File: src/rtl/gpio_port_pkg.sv
package gpio_port_pkg;

  localparam int ADDR_W = 3;

  localparam logic [ADDR_W-1:0] OFS_DATA  = 3'd0;
  localparam logic [ADDR_W-1:0] OFS_DIR   = 3'd1;
  localparam logic [ADDR_W-1:0] OFS_CTL0  = 3'd2;
  localparam logic [ADDR_W-1:0] OFS_CTL1  = 3'd3;
  localparam logic [ADDR_W-1:0] OFS_MODE0 = 3'd4;
  localparam logic [ADDR_W-1:0] OFS_MODE1 = 3'd5;

  // strobes from bus decode to the register datapath
  typedef struct packed {
    logic              wrData;
    logic              wrDir;
    logic              wrCtl0;
    logic              wrCtl1;
    logic              wrMode0;
    logic              wrMode1;
    logic              rdEn;
    logic [ADDR_W-1:0] rdSel;
  } strobe_t;

  typedef struct packed {
    logic oe;
    logic hi;
    logic lo;
    logic pu;
    logic pd;
  } padCtl_t;

  // per-pin pad decode: isInput, style code {ctl1,ctl0}, pin value
  function automatic padCtl_t decodePad(input logic isInput,
                                        input logic [1:0] style,
                                        input logic value);
    padCtl_t p;
    p = '0;
    if (isInput) begin
      unique case (style)
        2'b01:   p.pd = 1'b1;
        2'b10:   p.pu = 1'b1;
        default: ;
      endcase
    end else begin
      unique case (style)
        2'b01:   p.hi = value;
        2'b10:   p.lo = ~value;
        2'b11: begin
          p.hi = value;
          p.lo = ~value;
        end
        default: ;
      endcase
    end
    p.oe = p.hi | p.lo;
    return p;
  endfunction

endpackage

File: src/rtl/gpio_port_ctl.sv
module gpio_port_ctl
  import gpio_port_pkg::*;
(
  input  logic              clk,
  input  logic              rstN,
  input  logic              busSel,
  input  logic              busWr,
  input  logic [ADDR_W-1:0] busAddr,
  output strobe_t           stb
);

  logic doWrite;
  assign doWrite = busSel & busWr;

  always_comb begin
    stb       = '0;
    stb.rdEn  = busSel & ~busWr;
    stb.rdSel = busAddr;
    if (doWrite) begin
      unique case (busAddr)
        OFS_DATA:  stb.wrData  = 1'b1;
        OFS_DIR:   stb.wrDir   = 1'b1;
        OFS_CTL0:  stb.wrCtl0  = 1'b1;
        OFS_CTL1:  stb.wrCtl1  = 1'b1;
        OFS_MODE0: stb.wrMode0 = 1'b1;
        OFS_MODE1: stb.wrMode1 = 1'b1;
        default:   ;
      endcase
    end
  end

  // at most one register is written per access
  a_r9_single_write: assert property (@(posedge clk) disable iff (!rstN)
    $onehot0({stb.wrData, stb.wrDir, stb.wrCtl0, stb.wrCtl1, stb.wrMode0, stb.wrMode1}));

  // unused offsets raise no write strobe
  a_r9_unused_offset: assert property (@(posedge clk) disable iff (!rstN)
    (busSel && busWr && busAddr > OFS_MODE1) |->
      !(stb.wrData | stb.wrDir | stb.wrCtl0 | stb.wrCtl1 | stb.wrMode0 | stb.wrMode1));

endmodule

File: src/rtl/gpio_port_dp.sv
module gpio_port_dp
  import gpio_port_pkg::*;
#(
  parameter int NUM_PINS    = 8,
  parameter int SYNC_STAGES = 2
) (
  input  logic                clk,
  input  logic                rstN,
  input  strobe_t             stb,
  input  logic [NUM_PINS-1:0] busWdata,
  output logic [NUM_PINS-1:0] busRdata,
  input  logic [NUM_PINS-1:0] altFn1,
  input  logic [NUM_PINS-1:0] altFn2,
  input  logic [NUM_PINS-1:0] altFn3,
  input  logic [NUM_PINS-1:0] padIn,
  output logic [NUM_PINS-1:0] pinSync,
  output logic [NUM_PINS-1:0] padOe,
  output logic [NUM_PINS-1:0] padDrvHi,
  output logic [NUM_PINS-1:0] padDrvLo,
  output logic [NUM_PINS-1:0] padPullUp,
  output logic [NUM_PINS-1:0] padPullDn
);

  logic [NUM_PINS-1:0] dataReg, dirReg, ctl0Reg, ctl1Reg, mode0Reg, mode1Reg;
  logic [NUM_PINS-1:0] syncStage [SYNC_STAGES];
  logic [NUM_PINS-1:0] rdNext;

  // configuration registers
  always_ff @(posedge clk) begin
    if (!rstN) begin
      dataReg  <= '0;
      dirReg   <= '0;
      ctl0Reg  <= '0;
      ctl1Reg  <= '0;
      mode0Reg <= '0;
      mode1Reg <= '0;
    end else begin
      if (stb.wrData)  dataReg  <= busWdata;
      if (stb.wrDir)   dirReg   <= busWdata;
      if (stb.wrCtl0)  ctl0Reg  <= busWdata;
      if (stb.wrCtl1)  ctl1Reg  <= busWdata;
      if (stb.wrMode0) mode0Reg <= busWdata;
      if (stb.wrMode1) mode1Reg <= busWdata;
    end
  end

  // input synchronizer chain
  always_ff @(posedge clk) begin
    if (!rstN) begin
      for (int s = 0; s < SYNC_STAGES; s++) syncStage[s] <= '0;
    end else begin
      syncStage[0] <= padIn;
      for (int s = 1; s < SYNC_STAGES; s++) syncStage[s] <= syncStage[s-1];
    end
  end
  assign pinSync = syncStage[SYNC_STAGES-1];

  // per-pin value mux and pad decode
  for (genvar i = 0; i < NUM_PINS; i++) begin : g_pin
    logic [1:0] modeSel;
    logic       pinVal;
    padCtl_t    pad;

    assign modeSel = {mode1Reg[i], mode0Reg[i]};

    always_comb begin
      unique case (modeSel)
        2'b00: pinVal = dataReg[i];
        2'b01: pinVal = altFn1[i];
        2'b10: pinVal = altFn2[i];
        default: pinVal = altFn3[i];
      endcase
    end

    assign pad = decodePad(dirReg[i], {ctl1Reg[i], ctl0Reg[i]}, pinVal);

    assign padOe[i]     = pad.oe;
    assign padDrvHi[i]  = pad.hi;
    assign padDrvLo[i]  = pad.lo;
    assign padPullUp[i] = pad.pu;
    assign padPullDn[i] = pad.pd;

    // push-pull, port mode -> pad follows the data register
    a_r6_port_value: assert property (@(posedge clk) disable iff (!rstN)
      (!dirReg[i] && ctl0Reg[i] && ctl1Reg[i] && !mode0Reg[i] && !mode1Reg[i])
        |-> (padDrvHi[i] == dataReg[i]) && (padDrvLo[i] == !dataReg[i]));
  end

  // read mux and registered read data
  always_comb begin
    unique case (stb.rdSel)
      OFS_DATA:  rdNext = (dirReg & pinSync) | (~dirReg & dataReg);
      OFS_DIR:   rdNext = dirReg;
      OFS_CTL0:  rdNext = ctl0Reg;
      OFS_CTL1:  rdNext = ctl1Reg;
      OFS_MODE0: rdNext = mode0Reg;
      OFS_MODE1: rdNext = mode1Reg;
      default:   rdNext = '0;
    endcase
  end

  always_ff @(posedge clk) begin
    if (!rstN)         busRdata <= '0;
    else if (stb.rdEn) busRdata <= rdNext;
  end

  // input pins never drive, output pins never pull
  a_r5_no_drive_in_input: assert property (@(posedge clk) disable iff (!rstN)
    ((padDrvHi | padDrvLo) & dirReg) == '0);
  a_r5_no_pull_in_output: assert property (@(posedge clk) disable iff (!rstN)
    ((padPullUp | padPullDn) & ~dirReg) == '0);

  // a direction write lands on the next edge
  a_r2_dir_write: assert property (@(posedge clk) disable iff (!rstN)
    stb.wrDir |=> dirReg == $past(busWdata));

  // read data holds without a read request
  a_r10_rdata_hold: assert property (@(posedge clk) disable iff (!rstN)
    !stb.rdEn |=> $stable(busRdata));

  // synchronized level lags the pad by two edges once primed
  logic [1:0] primeCnt;
  always_ff @(posedge clk) begin
    if (!rstN)                primeCnt <= '0;
    else if (primeCnt != 2'd3) primeCnt <= primeCnt + 2'd1;
  end
  if (SYNC_STAGES == 2) begin : g_syncChk
    a_r8_sync_delay: assert property (@(posedge clk) disable iff (!rstN)
      (primeCnt == 2'd3) |-> pinSync == $past(padIn, 2));
  end

endmodule

File: src/rtl/gpio_port_ctrl.sv
module gpio_port_ctrl
  import gpio_port_pkg::*;
#(
  parameter int NUM_PINS    = 8,
  parameter int SYNC_STAGES = 2
) (
  input  logic                clk,
  input  logic                rstN,
  input  logic                busSel,
  input  logic                busWr,
  input  logic [ADDR_W-1:0]   busAddr,
  input  logic [NUM_PINS-1:0] busWdata,
  output logic [NUM_PINS-1:0] busRdata,
  input  logic [NUM_PINS-1:0] altFn1,
  input  logic [NUM_PINS-1:0] altFn2,
  input  logic [NUM_PINS-1:0] altFn3,
  input  logic [NUM_PINS-1:0] padIn,
  output logic [NUM_PINS-1:0] pinSync,
  output logic [NUM_PINS-1:0] padOe,
  output logic [NUM_PINS-1:0] padDrvHi,
  output logic [NUM_PINS-1:0] padDrvLo,
  output logic [NUM_PINS-1:0] padPullUp,
  output logic [NUM_PINS-1:0] padPullDn
);

  strobe_t stb;

  gpio_port_ctl i_ctl (
    .clk     (clk),
    .rstN    (rstN),
    .busSel  (busSel),
    .busWr   (busWr),
    .busAddr (busAddr),
    .stb     (stb)
  );

  gpio_port_dp #(
    .NUM_PINS    (NUM_PINS),
    .SYNC_STAGES (SYNC_STAGES)
  ) i_dp (
    .clk       (clk),
    .rstN      (rstN),
    .stb       (stb),
    .busWdata  (busWdata),
    .busRdata  (busRdata),
    .altFn1    (altFn1),
    .altFn2    (altFn2),
    .altFn3    (altFn3),
    .padIn     (padIn),
    .pinSync   (pinSync),
    .padOe     (padOe),
    .padDrvHi  (padDrvHi),
    .padDrvLo  (padDrvLo),
    .padPullUp (padPullUp),
    .padPullDn (padPullDn)
  );

endmodule

File: config.mk
export PLATFORM = sky130hd
export DESIGN_NAME = gpio_port_ctrl
export DESIGN_NICKNAME = d
export VERILOG_FILES = /design/src/rtl/gpio_port_pkg.sv /design/src/rtl/gpio_port_ctl.sv /design/src/rtl/gpio_port_dp.sv /design/src/rtl/gpio_port_ctrl.sv
export SDC_FILE = /design/constraint.sdc
export NUM_CORES = 1
export LEC_CHECK = 0
export BUFFER_PORTS_ARGS = -buffer_cell sky130_fd_sc_hd__buf_2
export CORE_MARGIN = 1.5
export CORE_UTILIZATION = 52
export CTS_BUF_LIST = sky130_fd_sc_hd__clkbuf_8 sky130_fd_sc_hd__clkbuf_16
export DETAILED_ROUTE_END_ITERATION = 7
export PLACE_DENSITY_LB_ADDON = 0.1
export REMOVE_ABC_BUFFERS = 1
export SLEW_MARGIN = 10
export SYNTH_ARGS = -nofsm -noshare
export SYNTH_HDL_FRONTEND = slang
export SYNTH_HIERARCHICAL = 1
export SYNTH_SLANG_ARGS = --single-unit
File: constraint.sdc
create_clock -name clk -period 1.64 [get_ports clk]
set_input_delay 0.164 -clock clk [delete_from_list [all_inputs] [get_ports clk]]
set_output_delay 0.164 -clock clk [all_outputs]
set_load 0.05 [all_outputs]
==> flow_metrics.tcl <==
set metrics [dict create \
    wl_met3_um 400 \
    rr_worst_depth 3 \
    min_from "padIn[4]" \
    wl_per_cell_um 16.27 \
    p_leak_nw 2.005 \
    grt_usage_pct 23.97 \
    yosysSeqAreaShare_pct 39.78 \
    synth.top_cell.area_share_pct 39.78 \
    cp.required_ns 1.48 \
    met1_length_um 4024 \
    fmax_ghz 0.5067 \
    syn2layout_area_growth_pct 31.32 \
    yosysMostFrequentCell "dfxtp_1" \
    gr-total-overflow 0 \
    fin_util_pct 70.43 \
    htreeDepth 3 \
    power_frac_seq_pct 46.9 \
    synth-edff-count 0 \
    cts_inserted_buffers 9 \
    antenna_found_initial 0 \
    seqCellArea_um2 1451 \
    io_pins 103 \
    cp.arrival_ns 1.81 \
    cp_max_fo 2 \
    netlist-cell-type-count 35 \
    end_kind "output port" \
    yosys-top-cells-area "dfxtp_1 (40%), mux2i_1 (13%), nor2b_1 (9.0%), mux4_2 (5.0%), mux2_2 (4.0%)" \
    vias_per_cell 5.415 \
    p_sw_w 0.0009347 \
    ys_warn_count 6 \
    r2r_start "i_dp/dirReg[7]" \
    ys.flop_type "dfxtp_1" \
    synth_cells 351 \
    intPower_w 0.002950 \
    drt_wl_total_um 8950 \
    clkPwrFrac_pct 42.2 \
    vias 2978 \
    slew_headroom_pct 58.79 \
    min_period_ns 1.974 \
    async_flop_share_pct 0 \
    critPathKind "flip-flop to output port" \
    ys_ff_latch 72 \
    multiInputGateArea_um2 2053 \
    clkLatencyLatePin_ns 0.34 \
    clock_skew_ns 0.008564 \
    drv_cap 0 \
    cts_num_sinks 72 \
    muxShareOfSynthArea_pct 22.27 \
    tightest_slew_ns 0.6158 \
    gp_congestion 0.7658 \
    dpl.hpwl_um 6067 \
    drive_gt1_share_pct 41.49 \
    cts_root_buf "clkbuf_8" \
    grt_max_degree 73 \
    synth_compound_area_share_pct 6.941 \
    die_x_um 86.48 \
    clk_pin_slew_worst_paths_ns 0.08 \
    synthSimpleGateAreaFrac_pct 26.35 \
    synthAdderAreaFrac_pct 0 \
    synthTopCellsByCount "dfxtp_1 (72), nor2b_1 (52), mux2i_1 (48), and2_1 (16), clkbuf_1 (16)" \
    die-area_um2 7478 \
    layout.nets 512 \
    swShare_pct 24.06 \
    first_pass_iters 4 \
    finalCritPeriodShare_pct 120.3 \
    crit_start "i_dp/mode1Reg[5]" \
    drv_slew 0 \
    drt_iter0_markers 202 \
    cts_tree "built" \
    io_buffers 102 \
    ant_nets 0 \
    hold_viol_final 0 \
    rsz0062_at_grt "true" \
    coreArea_um2 6756 \
    setup_slack_ns -0.3337 \
    hold-worst-slack_ns 0.02533 \
    holdCritPathClass "input pin to flip-flop" \
    initial_utilization_pct 53.63 \
    yosysTopAreaCell "dfxtp_1" \
    netlist_area_um2 3623 \
    grt_pass1_vias 2743 \
    die_y_um 86.48 \
    wl_met2_um 4477 \
    finalSetupViolCount 24 \
    nFillCells 535 \
    power_frac_comb_pct 10.9 \
    grt_pass1_wl_um 13880 \
    violations "negative setup slack" \
    synth-xor-area-share_pct 0 \
    max-vdd-ir-drop_mv 0.4208 \
    startpoint_type "flip-flop" \
    rows 30 \
    top_layer_used "met4" \
    synth.avg_cell_area_um2 10.32 \
    cts_buffer_depth 2 \
    p_per_area_nw_per_um2 816.3 \
    n_antenna_cell 0 \
    drc 0 \
    status "finished, violations left" \
    min_path_cells 2 \
    synth_top_family_by_area "simple AND/OR/NAND/NOR gates" \
]
-- registers in the layout, summed over array words and instances (netlist names) --
signal	cells
i_dp/dataReg	8
i_dp/mode1Reg	8
i_dp/busRdata	8
i_dp/syncStage	16
i_dp/ctl1Reg	8
i_dp/mode0Reg	8
i_dp/ctl0Reg	8
i_dp/dirReg	8
-- per-layer routing --
| metal | vias to the layer above | GRT usage (%) |
|---|---|---|
| met1 | 1425 | 31.71 |
| met4 | 0 | 4.839 |
| met5 | - | 0 |
| met3 | 5 | 4.857 |
| met2 | 84 | 40.77 |
| li1 | 1464 | - |
-- stage by stage --
stage	worst slack, ns	instances	power [W]	TNS, ns	cell area (um^2)
after detailed placement	-0.03696	525	0.002272	-0.06159	4288
after global placement	0.02445	525	0.002265	0	4288
final	-0.3337	550	0.003884	-4.549	4758
after CTS	-0.3241	546	0.003903	-4.450	4716
after global routing	-0.3892	550	0.004041	-6.167	4758
after floorplan	-0.5771	320	0.002068	-6.779	3458
-- power by group through the flow --
stage / clock network, W / logic [W] / registers, W
after floorplan: 0 / 0.000148 / 0.00192
after global placement: 0 / 0.000405 / 0.00186
after detailed placement: 0 / 0.000411 / 0.00186
after CTS: 0.00166 / 0.000422 / 0.00182
after global routing: 0.00176 / 0.000452 / 0.00183
final: 0.00164 / 0.000424 / 0.00182
-- final timing paths --
check | end | slack, ns
max reg2reg | i_dp/busRdata[7] | 0.30
max | padOe[5] | -0.33
min | i_dp/syncStage[0][4] | 0.03
min reg2reg | i_dp/syncStage[0][10] | 0.43
-- worst max-delay path, stage by stage (launching register included) --
cell	delay, ns
dfxtp_2	0.35
mux4_2	0.55
and3b_1	0.20
or2_1	0.22
buf_6	0.16
-- cells by family after synthesis --
kind of cell | count (synthesis)
simple gates | 141
flops | 72
mux | 69
compound gates | 37
buf+inv | 32
-- final cells by class --
class | count | share of cell area [%]
inverter | 1 | 0.07889
multi-input combinational | 247 | 43.15
tap | 80 | 2.104
clock buffer | 12 | 3.471
timing repair buffer | 134 | 19.12
sequential | 72 | 30.50
clock inverter | 4 | 1.578
-- timing repair --
| item | CTS | global route |
|---|---|---|
| pin swaps | 1 | 1 |
| hold buffers | 0 | 1 |
| endpoints found under the setup margin | 24 | 24 |
| buffers inserted | 5 | 3 |
| endpoints found under the hold margin | 0 | 1 |
| gates resized for setup | 53 | 2 |
-- cell usage in the layout, fill, tap and decap left out, types with 2 or more instances in the layout --
cell type	Yosys	layout
nor3b_1	5	5
a21oi_1	4	4
o21a_1	5	5
or2_1	8	8
nor2b_1	52	52
nand2_1	14	14
nor3_2	0	2
clkinvlp_4	0	2
mux2_2	13	13
mux4_2	8	8
o21ai_0	13	13
dfxtp_1	72	64
and2_1	16	16
buf_4	12	30
nor3b_4	1	2
a32oi_1	5	5
buf_2	3	79
bufinv_16	0	2
mux2i_1	48	48
nor2_1	10	10
buf_6	0	23
dfxtp_2	0	8
a222oi_1	2	2
and3b_1	15	15
nor3b_2	8	7
clkbuf_8	0	12
a31oi_1	2	2
a41oi_1	5	5
Note: power is estimated with default switching activity, not from simulation.
